[config.mk]
export PLATFORM = sky130hd
export DESIGN_NAME = ts_event_queue
export DESIGN_NICKNAME = d
export VERILOG_FILES = /design/src/rtl/ts_evq_pkg.sv /design/src/rtl/ts_evq_ctrl.sv /design/src/rtl/ts_evq_data.sv /design/src/rtl/ts_event_queue.sv
export SDC_FILE = /design/constraint.sdc
export NUM_CORES = 2
export LEC_CHECK = 0
export BUFFER_PORTS_ARGS = -buffer_cell sky130_fd_sc_hd__buf_2
export CELL_PAD_IN_SITES_DETAIL_PLACEMENT = 0
export CELL_PAD_IN_SITES_GLOBAL_PLACEMENT = 2
export CORE_ASPECT_RATIO = 0.6
export CORE_MARGIN = 5
export CORE_UTILIZATION = 48
export DETAILED_ROUTE_END_ITERATION = 6
export PLACE_DENSITY = 0.88
export SLEW_MARGIN = 20
export SYNTH_ARGS = -nofsm -noshare
export SYNTH_HDL_FRONTEND = slang
export SYNTH_SLANG_ARGS = --single-unit
[constraint.sdc]
create_clock -name clk -period 11.3 [get_ports clk]
set_clock_uncertainty 0.15 [all_clocks]
set_input_delay 1.695 -clock clk [delete_from_list [all_inputs] [get_ports clk]]
set_output_delay 1.695 -clock clk [all_outputs]
set_load 0.1 [all_outputs]
[src/rtl/ts_evq_pkg.sv]
package ts_evq_pkg;

  localparam int TYPE_W  = 4;
  localparam int PORT_W  = 5;
  localparam int MSG_W   = 4;
  localparam int SEQ_W   = 16;
  localparam int DOM_W   = 8;
  localparam int STAMP_W = 64;
  // source index width; supports up to 16 sources (NUM_HW <= 13)
  localparam int SEL_W   = 4;

  typedef enum logic [TYPE_W-1:0] {
    EV_PUSH     = 4'd0,
    EV_ROLL     = 4'd1,
    EV_HALFROLL = 4'd2,
    EV_HWIN     = 4'd3,
    EV_ETH_RX   = 4'd4,
    EV_ETH_TX   = 4'd5,
    EV_COMPARE  = 4'd6,
    EV_HOST_TX  = 4'd7
  } evType_e;

  typedef struct packed {
    logic [TYPE_W-1:0]  evType;
    logic [PORT_W-1:0]  port;
    logic [MSG_W-1:0]   msgType;
    logic [SEQ_W-1:0]   seqId;
    logic [DOM_W-1:0]   domain;
    logic [STAMP_W-1:0] stamp;
  } evEntry_t;

  // strobes from control to datapath
  typedef struct packed {
    logic             wrEn;
    logic             popEn;
    logic [SEL_W-1:0] grantSel;
  } evqStrobe_t;

  function automatic logic [31:0] packTypeWord(evEntry_t e);
    return {3'b000, e.port, e.evType, e.msgType, e.seqId};
  endfunction

endpackage

[src/rtl/ts_evq_ctrl.sv]
module ts_evq_ctrl
  import ts_evq_pkg::*;
#(
  parameter int DEPTH  = 16,
  parameter int NUM_HW = 8,
  localparam int NSRC  = NUM_HW + 3,
  localparam int CNT_W = $clog2(DEPTH + 1)
) (
  input  logic              clk,
  input  logic              rstN,
  input  logic              swPush,
  input  logic [NUM_HW-1:0] hwEdge,
  input  logic [NUM_HW-1:0] hwEnable,
  input  logic              rxValid,
  input  logic              rxEnable,
  input  logic              txValid,
  input  logic              popReq,
  output logic [NSRC-1:0]   loadMask,
  output evqStrobe_t        strobe,
  output logic              notEmpty,
  output logic              overflowFlag
);

  localparam logic [CNT_W-1:0] CNT_ONE  = CNT_W'(1);
  localparam logic [CNT_W-1:0] CNT_FULL = CNT_W'(DEPTH);
  localparam logic [NSRC-1:0]  SRC_ONE  = NSRC'(1);

  logic [NSRC-1:0]  srcReq;
  logic [NSRC-1:0]  pend;
  logic [NSRC-1:0]  grantOh;
  logic [SEL_W-1:0] grantSel;
  logic [CNT_W-1:0] cnt;
  logic             anyPend;
  logic             full;
  logic             wrEn;
  logic             popEn;

  // index 0 software push, 1..NUM_HW hardware inputs, then receive, then transmit
  assign srcReq  = {txValid, rxValid & rxEnable, hwEdge & hwEnable, swPush};
  assign anyPend = |pend;
  assign grantOh = pend & (~pend + SRC_ONE);
  assign full    = (cnt == CNT_FULL);
  assign wrEn    = anyPend && !full;
  assign popEn   = popReq && (cnt != '0);

  always_comb begin
    grantSel = '0;
    for (int s = NSRC - 1; s >= 0; s--) begin
      if (pend[s]) grantSel = SEL_W'(s);
    end
  end

  // a source may load its holding slot when free or being served this cycle
  assign loadMask = srcReq & (~pend | grantOh);

  always_ff @(posedge clk) begin
    if (!rstN) begin
      pend <= '0;
    end else begin
      pend <= (pend & ~grantOh) | loadMask;
    end
  end

  always_ff @(posedge clk) begin
    if (!rstN) begin
      cnt <= '0;
    end else begin
      case ({wrEn, popEn})
        2'b10:   cnt <= cnt + CNT_ONE;
        2'b01:   cnt <= cnt - CNT_ONE;
        default: cnt <= cnt;
      endcase
    end
  end

  always_ff @(posedge clk) begin
    if (!rstN) begin
      overflowFlag <= 1'b0;
    end else if (anyPend && full) begin
      overflowFlag <= 1'b1;
    end
  end

  assign notEmpty        = (cnt != '0);
  assign strobe.wrEn     = wrEn;
  assign strobe.popEn    = popEn;
  assign strobe.grantSel = grantSel;


  cnt_bound_chk: assert property (@(posedge clk) disable iff (!rstN)
    cnt <= CNT_FULL);


  full_hold_chk: assert property (@(posedge clk) disable iff (!rstN)
    (full && !popReq) |=> (cnt == CNT_FULL));


  ovf_sticky_chk: assert property (@(posedge clk) disable iff (!rstN)
    overflowFlag |=> overflowFlag);


  empty_pop_chk: assert property (@(posedge clk) disable iff (!rstN)
    (cnt == '0 && popReq && !anyPend) |=> (cnt == '0));


  pop_dec_chk: assert property (@(posedge clk) disable iff (!rstN)
    (cnt != '0 && popReq && !anyPend) |=> (cnt == $past(cnt) - CNT_ONE));


  prio_head_chk: assert property (@(posedge clk) disable iff (!rstN)
    pend[0] |=> (!pend[0] || $past(srcReq[0])));

endmodule

[src/rtl/ts_evq_data.sv]
module ts_evq_data
  import ts_evq_pkg::*;
#(
  parameter int DEPTH  = 16,
  parameter int NUM_HW = 8,
  localparam int NSRC  = NUM_HW + 3,
  localparam int PTR_W = $clog2(DEPTH)
) (
  input  logic               clk,
  input  logic               rstN,
  input  logic [STAMP_W-1:0] timeNow,
  input  logic [MSG_W-1:0]   rxMsgType,
  input  logic [SEQ_W-1:0]   rxSeqId,
  input  logic [DOM_W-1:0]   rxDomain,
  input  logic [PORT_W-1:0]  rxPort,
  input  logic [MSG_W-1:0]   txMsgType,
  input  logic [SEQ_W-1:0]   txSeqId,
  input  logic [DOM_W-1:0]   txDomain,
  input  logic [PORT_W-1:0]  txPort,
  input  logic [NSRC-1:0]    loadMask,
  input  evqStrobe_t         strobe,
  input  logic               headValid,
  output logic [31:0]        evWord0,
  output logic [31:0]        evWord1,
  output logic [31:0]        evWord2,
  output logic [31:0]        evWord3
);

  localparam logic [PTR_W-1:0] PTR_ONE = PTR_W'(1);
  localparam int RX_IDX = NUM_HW + 1;
  localparam int TX_IDX = NUM_HW + 2;

  evEntry_t         slot [NSRC];
  evEntry_t         newEntry [NSRC];
  evEntry_t         mem [DEPTH];
  evEntry_t         head;
  logic [PTR_W-1:0] wrPtr;
  logic [PTR_W-1:0] rdPtr;

  // per-source entry builders
  for (genvar s = 0; s < NSRC; s++) begin : g_src
    if (s == 0) begin : g_push
      assign newEntry[s] = '{evType: EV_PUSH, port: '0, msgType: '0,
                             seqId: '0, domain: '0, stamp: timeNow};
    end else if (s <= NUM_HW) begin : g_hw
      assign newEntry[s] = '{evType: EV_HWIN, port: PORT_W'(s), msgType: '0,
                             seqId: '0, domain: '0, stamp: timeNow};
    end else if (s == RX_IDX) begin : g_rx
      assign newEntry[s] = '{evType: EV_ETH_RX, port: rxPort, msgType: rxMsgType,
                             seqId: rxSeqId, domain: rxDomain, stamp: timeNow};
    end else begin : g_tx
      assign newEntry[s] = '{evType: EV_ETH_TX, port: txPort, msgType: txMsgType,
                             seqId: txSeqId, domain: txDomain, stamp: timeNow};
    end

    always_ff @(posedge clk) begin
      if (!rstN) begin
        slot[s] <= '0;
      end else if (loadMask[s]) begin
        slot[s] <= newEntry[s];
      end
    end
  end

  always_ff @(posedge clk) begin
    if (strobe.wrEn) begin
      mem[wrPtr] <= slot[strobe.grantSel];
    end
  end

  always_ff @(posedge clk) begin
    if (!rstN) begin
      wrPtr <= '0;
      rdPtr <= '0;
    end else begin
      if (strobe.wrEn)  wrPtr <= wrPtr + PTR_ONE;
      if (strobe.popEn) rdPtr <= rdPtr + PTR_ONE;
    end
  end

  always_comb begin
    head = headValid ? mem[rdPtr] : '0;
    evWord0 = head.stamp[31:0];
    evWord1 = packTypeWord(head);
    evWord2 = {{(32-DOM_W){1'b0}}, head.domain};
    evWord3 = head.stamp[63:32];
  end


  sel_range_chk: assert property (@(posedge clk) disable iff (!rstN)
    strobe.wrEn |-> (int'(strobe.grantSel) < NSRC));


  ptr_idle_chk: assert property (@(posedge clk) disable iff (!rstN)
    (!strobe.wrEn && !strobe.popEn) |=> (wrPtr == $past(wrPtr) && rdPtr == $past(rdPtr)));

  // sanity on TX_IDX derivation
  initial begin
    idx_layout_chk: assert (TX_IDX == NSRC - 1);
  end

endmodule

[src/rtl/ts_event_queue.sv]
module ts_event_queue
  import ts_evq_pkg::*;
#(
  parameter int DEPTH  = 16,
  parameter int NUM_HW = 8
) (
  input  logic              clk,
  input  logic              rstN,
  input  logic [63:0]       timeNow,
  input  logic [31:0]       ctrlWord,
  input  logic              irqEnable,
  input  logic              swPush,
  input  logic [NUM_HW-1:0] hwEdge,
  input  logic              rxValid,
  input  logic [3:0]        rxMsgType,
  input  logic [15:0]       rxSeqId,
  input  logic [7:0]        rxDomain,
  input  logic [4:0]        rxPort,
  input  logic              txValid,
  input  logic [3:0]        txMsgType,
  input  logic [15:0]       txSeqId,
  input  logic [7:0]        txDomain,
  input  logic [4:0]        txPort,
  input  logic              popWrite,
  input  logic [31:0]       popWord,
  output logic [31:0]       evWord0,
  output logic [31:0]       evWord1,
  output logic [31:0]       evWord2,
  output logic [31:0]       evWord3,
  output logic              rawPending,
  output logic              irqOut,
  output logic              overflowFlag
);

  localparam int NSRC      = NUM_HW + 3;
  localparam int RX_EN_BIT = 3;
  localparam int HW_EN_LSB = 8;

  logic [NSRC-1:0]   loadMask;
  evqStrobe_t        strobe;
  logic              notEmpty;
  logic [NUM_HW-1:0] hwEnable;
  logic              rxEnable;
  logic              popReq;
  logic              unusedBits;

  assign hwEnable   = ctrlWord[HW_EN_LSB +: NUM_HW];
  assign rxEnable   = ctrlWord[RX_EN_BIT];
  assign popReq     = popWrite && popWord[0];
  assign unusedBits = ^{ctrlWord[31:HW_EN_LSB+NUM_HW], ctrlWord[7:4],
                        ctrlWord[2:0], popWord[31:1]};

  ts_evq_ctrl #(.DEPTH(DEPTH), .NUM_HW(NUM_HW)) ctrl_i (
    .clk          (clk),
    .rstN         (rstN),
    .swPush       (swPush),
    .hwEdge       (hwEdge),
    .hwEnable     (hwEnable),
    .rxValid      (rxValid),
    .rxEnable     (rxEnable),
    .txValid      (txValid),
    .popReq       (popReq),
    .loadMask     (loadMask),
    .strobe       (strobe),
    .notEmpty     (notEmpty),
    .overflowFlag (overflowFlag)
  );

  ts_evq_data #(.DEPTH(DEPTH), .NUM_HW(NUM_HW)) data_i (
    .clk       (clk),
    .rstN      (rstN),
    .timeNow   (timeNow),
    .rxMsgType (rxMsgType),
    .rxSeqId   (rxSeqId),
    .rxDomain  (rxDomain),
    .rxPort    (rxPort),
    .txMsgType (txMsgType),
    .txSeqId   (txSeqId),
    .txDomain  (txDomain),
    .txPort    (txPort),
    .loadMask  (loadMask),
    .strobe    (strobe),
    .headValid (notEmpty),
    .evWord0   (evWord0),
    .evWord1   (evWord1),
    .evWord2   (evWord2),
    .evWord3   (evWord3)
  );

  assign rawPending = notEmpty;
  assign irqOut     = notEmpty && irqEnable;


  irq_mask_chk: assert property (@(posedge clk) disable iff (!rstN)
    (!irqEnable || !rawPending) |-> !irqOut);

endmodule

Word-level counts from Yosys, hierarchy flattened

Memories as Yosys holds them, arrays and structs flattened. A register that Yosys moved wholly into a read port is not among the register bits.
Index checks and enable logic that the tools add are counted.

Memories: 2
Bits in latches: 0
Output and inout bits: 131
Bits in read-only memories: 0
Register bits: 25
Logic and storage cells: 106
RAM bits: 2716

Bitwise gates (word level): 20
$add $sub $neg: 5
$mul: 0
Equality and inequality tests: 3
Mux-type cells: 62
Divide/modulo/power cells: 0
Reductions and logical operators: 9
Magnitude comparators: 0
Shift operators: 0

Memories:

| name        | words | bits a word | rd ports | clocked after Yosys merged registers in | write ports | RTL line          | RTL |
|---|---|---|---|---|---|---|---|
| data_i.mem  | 16    | 101         | 1        | 1                                       | 1           | ts_evq_data.sv:35 | `evEntry_t mem [DEPTH];` |
| data_i.slot | 11    | 100         | 1        | 0                                       | 11          | ts_evq_data.sv:33 | `evEntry_t slot [NSRC];` |

Operator list:

| kind                                                                | count |
|---|---|
| 100-bit two-way mux                                                 | 11 |
| 101-bit two-way mux                                                 | 1 |
| 4-bit two-way mux                                                   | 13 |
| 1-bit two-way mux                                                   | 36 |
| 11-bit AND                                                          | 3 |
| 11-bit NOT                                                          | 2 |
| 11-bit bitwise OR                                                   | 2 |
| 11-bit by 1-bit adder with 11-bit output (second input constant)    | 1 |
| 1-bit bitwise OR                                                    | 11 |
| 11-bit OR reduction                                                 | 1 |
| 5-bit case mux with 2 select lines                                  | 1 |
| 4-bit by 1-bit adder with 4-bit output (second input constant)      | 2 |
| 8-bit AND                                                           | 1 |
| 5-bit by 1-bit adder with 5-bit output (second input constant)      | 1 |
| 5-bit == test (second input constant)                               | 1 |
| 1-bit logical AND                                                   | 5 |
| 5-bit nonzero test                                                  | 1 |
| 5-bit by 1-bit subtractor with 5-bit output (second input constant) | 1 |
| 2-bit by 1-bit == test with 1-bit output (second input constant)    | 1 |
| 2-bit == test (second input constant)                               | 1 |
| 2-bit nonzero test                                                  | 1 |
| 1-bit AND                                                           | 1 |
| 1-bit logical NOT                                                   | 1 |

Logic depth before layout (Yosys ltp)

An unclocked memory read counts as a cell.

Word-level depth: 12
Gate-level depth with buffers: 14

By module

A second synthesis with hierarchy kept.

Cells, all modules: 5757
Area, all modules: 98209.2 sq um

Modules (own cells, without submodules):

| module         | area each (sq um) | cells an instance | times used |
|---|---|---|---|
| ts_evq_data    | 97136.9           | 5627              | 1 |
| ts_evq_ctrl    | 1059.8            | 128               | 1 |
| ts_event_queue | 12.5              | 2                 | 1 |

Least setup slack after synthesis

Ideal clock, no wire load.

Path type: flip-flop to flip-flop
From: reg ctrl_i.pend[6]
To: mem data_i.mem[3][0] (netlist name), enable pin
Path buffers: 0
Data required time: 10.469 ns
Data arrival time: 8.186 ns
Stages on the path, launching flop included: 6
Setup slack: 2.283 ns
Cells stage by stage: dfxtp_1 nor2_1 and3_1 a21boi_1 nand2_1 nor3_1

Longest elaborated chain between the ends: 4

RTL lines:

| what                                    | RTL line          | RTL |
|---|---|---|
| start, declared                         | ts_evq_ctrl.sv:29 | `logic [NSRC-1:0] pend;` |
| start signal, assigned                  | ts_evq_ctrl.sv:60 | `pend <= (pend & ~grantOh) \| loadMask;` |
| 11-bit OR reduction                     | ts_evq_ctrl.sv:40 | `assign anyPend = \|pend;` |
| 1-bit logical AND                       | ts_evq_ctrl.sv:43 | `assign wrEn = anyPend && !full;` |
| 1-bit two-way mux                       | ts_evq_data.sv:66 | `if (strobe.wrEn) begin` |
| 1-bit two-way mux (not written as such) | ts_evq_data.sv:67 | `mem[wrPtr] <= slot[strobe.grantSel];` |
| end, declared                           | ts_evq_data.sv:35 |  |

No other way between the ends.

==> impl_metrics.csv <==
group,metric,value,unit
critical_path,worstSetupPathType,"reg2out",
power_and_ir_drop,comb_power_share,21.7,%
outcome,status,"completed",
routing,routed_wl,262000,um
global_routing,grt-ovfl-total,0,
floorplanning,io_pins,340,
logic_synthesis,synth_area_leader_cell,"edfxtp_1",
sta,worst_slack,4.66,ns
logic_synthesis,ys_warn_count,0,
routing,num_vias,52283,
logic_synthesis,synth.most_common_cell,"edfxtp_1",
floorplanning,fp.dieH,359,um
floorplanning,die_w,592,um
critical_path,reg2reg_setup_slack,6.13,ns
sta,maxSlewViolCount,0,
routing,ant_nets,0,
routing,viasPerCell,6.18,
power_and_ir_drop,irDropWorstVdd,0.000184,V
power_and_ir_drop,power_frac_clock,30.7,%
clocking,cts-root-buf,"clkbuf_16",
sta,period_minus_slack,6.64,ns
power_and_ir_drop,swShare,30.8,%
layout,syn2layout_area_growth,11.1,%
logic_synthesis,synthArstFlopShare,0,%
power_and_ir_drop,seqPwrFrac,47.6,%
power_and_ir_drop,internal_power,15900,uW
routing,drt_iter0_markers,6919,
place,place_hpwl,137000,um
critical_path,cp_max_fo,82,
logic_synthesis,netlist_area,97500,sq um
critical_path,critPathCapture,"evWord3[19]",
routing,drc_errors,0,
clocking,post_cts_buffers,0,
logic_synthesis,synth_area_leaders,"edfxtp_1, mux4_2, and2_1",
logic_synthesis,synth_top_area_share,73.3,%
layout,fill_cells,15687,
layout,nets,5761,
sta,slew_headroom,8.38,%
clocking,cts_tree,"built",
sta,setup_viol_count_final,0,
floorplanning,core,202000,sq um
critical_path,worstPathRequired,9.46,ns
clocking,htreeDepth,4,
power_and_ir_drop,power_leakage,0.0359,uW
critical_path,cp.arrival,4.79,ns
power_and_ir_drop,power_density,212,nW/um^2
sta,tightestPinTransition,1.37,ns
sta,finalCritPeriodShare,58.7,%
global_routing,grt_pass1_vias,50993,
sta,rsz0062_at_grt,"no",
layout,drive_gt1_share,21.8,%
clocking,clkLatencyLatePin,0.87,ns
logic_synthesis,netlist_instances,5377,
clocking,clockBufferDepth,4,
clocking,cts.clk_slew.worst_paths,0.07,ns
place,place_ws,5.46,ns
logic_synthesis,ys_seq_area_share,73.9,%
floorplanning,start_util,48.2,%
layout,stdcell_count,8455,
global_routing,antenna_found_initial,56,
flow_run,max-cap-violations,0,
layout,utilization,53.5,%
logic_synthesis,ys_ff_latch,2409,
routing,wl_per_cell,31.0,um
logic_synthesis,synth-edff-count,2379,
logic_synthesis,yosys-top-cells-count,"edfxtp_1, and2_1, mux4_2, nand2_1, clkbuf_1",
critical_path,r2r_cells,8,
global_routing,grt_max_degree,138,
global_routing,grt_usage,24.3,%
routing,drt-pass1-iter-count,6,
clocking,numCtsBuffers,212,
clocking,cts_resized,0,
sta,holdWs,0.334,ns
logic_synthesis,yosysUniqueCellTypes,64,
critical_path,critPathLaunchType,"flip-flop",
floorplanning,die_area,213000,sq um
power_and_ir_drop,power.switching,7090,uW
sta,hold_viol,0,
logic_synthesis,ys.flop_type,"edfxtp_1",
place,gp_congestion,0.774,
sta,fmax,0.151,GHz
critical_path,endpoint_kind,"output pin",
global_routing,grt_pass1_wl,375000,um
place,place.port_buffers,257,
sta,finalSetupTns,0,ns
clocking,cts_hold_buf,0,
floorplanning,fp-row-count,128,
critical_path,r2r-end,"data_i.mem[10][94]",
clocking,cts.sink_count,2409,
min_path,hp-class,"reg2reg",
critical_path,reg2reg_from,"ctrl_i.pend[5]",
place,dpl.cell_count,8058,
logic_synthesis,avgSynthCellArea,18.1,sq um
power by group through the flow:
stage                     logic [uW]  clock network [uW]  registers (uW)
after floorplan                 3640                   0           11100
after global placement          4950                   0           11100
after detailed placement        5010                   0           11100
after CTS                       5030                7120           11000
after global routing            5250                7530           11000
final                           4980                7060           11000
area by class of cell:
cell class	instances	area, sq um	area share, %
sequential	2409	72100	66.5
multi-input combinational	2537	23900	22.1
clock buffer	264	5570	5.15
tap	2730	3420	3.15
timing repair buffer	371	2270	2.09
clock inverter	106	923	0.853
antenna	27	67.6	0.0624
inverter	11	41.3	0.0381
metal layers:
layer	GRT usage, %	wire length (um)	share of wire, %	vias up
met3	5.79	29100	11	381
met1	37.6	110000	42	27576
met2	35.6	117000	45	2953
li1	-	-	-	21367
met4	4.87	4980	1.9	6
met5	0	41	0.016	-
critical path, cell delays in order, from the launching register on:
cell and delay, ns:
dfxtp_4 0.71, buf_12 0.51, buf_4 0.65, mux4_2 0.60, mux4_2 0.53, and2_1 0.30
buf_2 0.35
through the flow:
stage	area, sq um	power, uW
2_1_floorplan	97600	14800
3_3_place_gp	102000	16100
3_5_place_dp	102000	16200
4_1_cts	108000	23100
5_1_grt	108000	23800
6_report	108000	23000
registers in the layout, summed over array words and instances, names as in the netlist, named ones only:
name and flops:
ctrl_i.cnt 5, ctrl_i.overflowFlag 1, ctrl_i.pend 11, data_i.mem 1600
data_i.rdPtr 4, data_i.slot 780, data_i.wrPtr 4
cells in the final DEF (no fill, tap or decap), types with 26 or more instances in the layout:
master	netlist	final
mux2i_1	84	84
a22o_1	45	45
a221oi_1	99	99
and3_1	132	132
clkbuf_16	0	214
nand2_1	381	372
and2_1	745	745
buf_2	92	257
clkbuf_1	298	47
conb_1	1	28
buf_4	36	104
clkinv_1	1	46
diode_2	0	27
dfxtp_1	30	26
a31oi_1	84	83
nand3_1	80	80
a21oi_1	103	89
edfxtp_1	2379	2379
mux4_2	502	502
clkinv_2	0	31
nor2_1	91	69
cell families after synthesis:
| kind of cell | after synthesis | synth area share (%) |
|---|---|---|
| AND/OR/NAND/NOR | 1471 | 8.18 |
| other | 1 | 0.00385 |
| XOR/XNOR | 9 | 0.0809 |
| multiplexers | 587 | 12.5 |
| adder cells (fa/ha/maj) | 10 | 0.136 |
| AO/OA/AOI/OAI | 432 | 3.15 |
| buffers and inverters | 458 | 2.09 |
| flip-flops | 2409 | 73.9 |
how the worst min path moves through the flow:
| stage | to | depth (start not counted) | from |
|---|---|---|---|
| floorplan | data_i.slot[8][97] | 2 | data_i.slot[8][97] |
| global placement | ctrl_i.overflowFlag | 2 | ctrl_i.overflowFlag |
| detailed placement | ctrl_i.overflowFlag | 2 | ctrl_i.overflowFlag |
| CTS | ctrl_i.overflowFlag | 2 | ctrl_i.overflowFlag |
| global route | ctrl_i.overflowFlag | 2 | ctrl_i.overflowFlag |
| finish | ctrl_i.overflowFlag | 2 | ctrl_i.overflowFlag |
No activity file was read; power rests on OpenSTA's default activity.
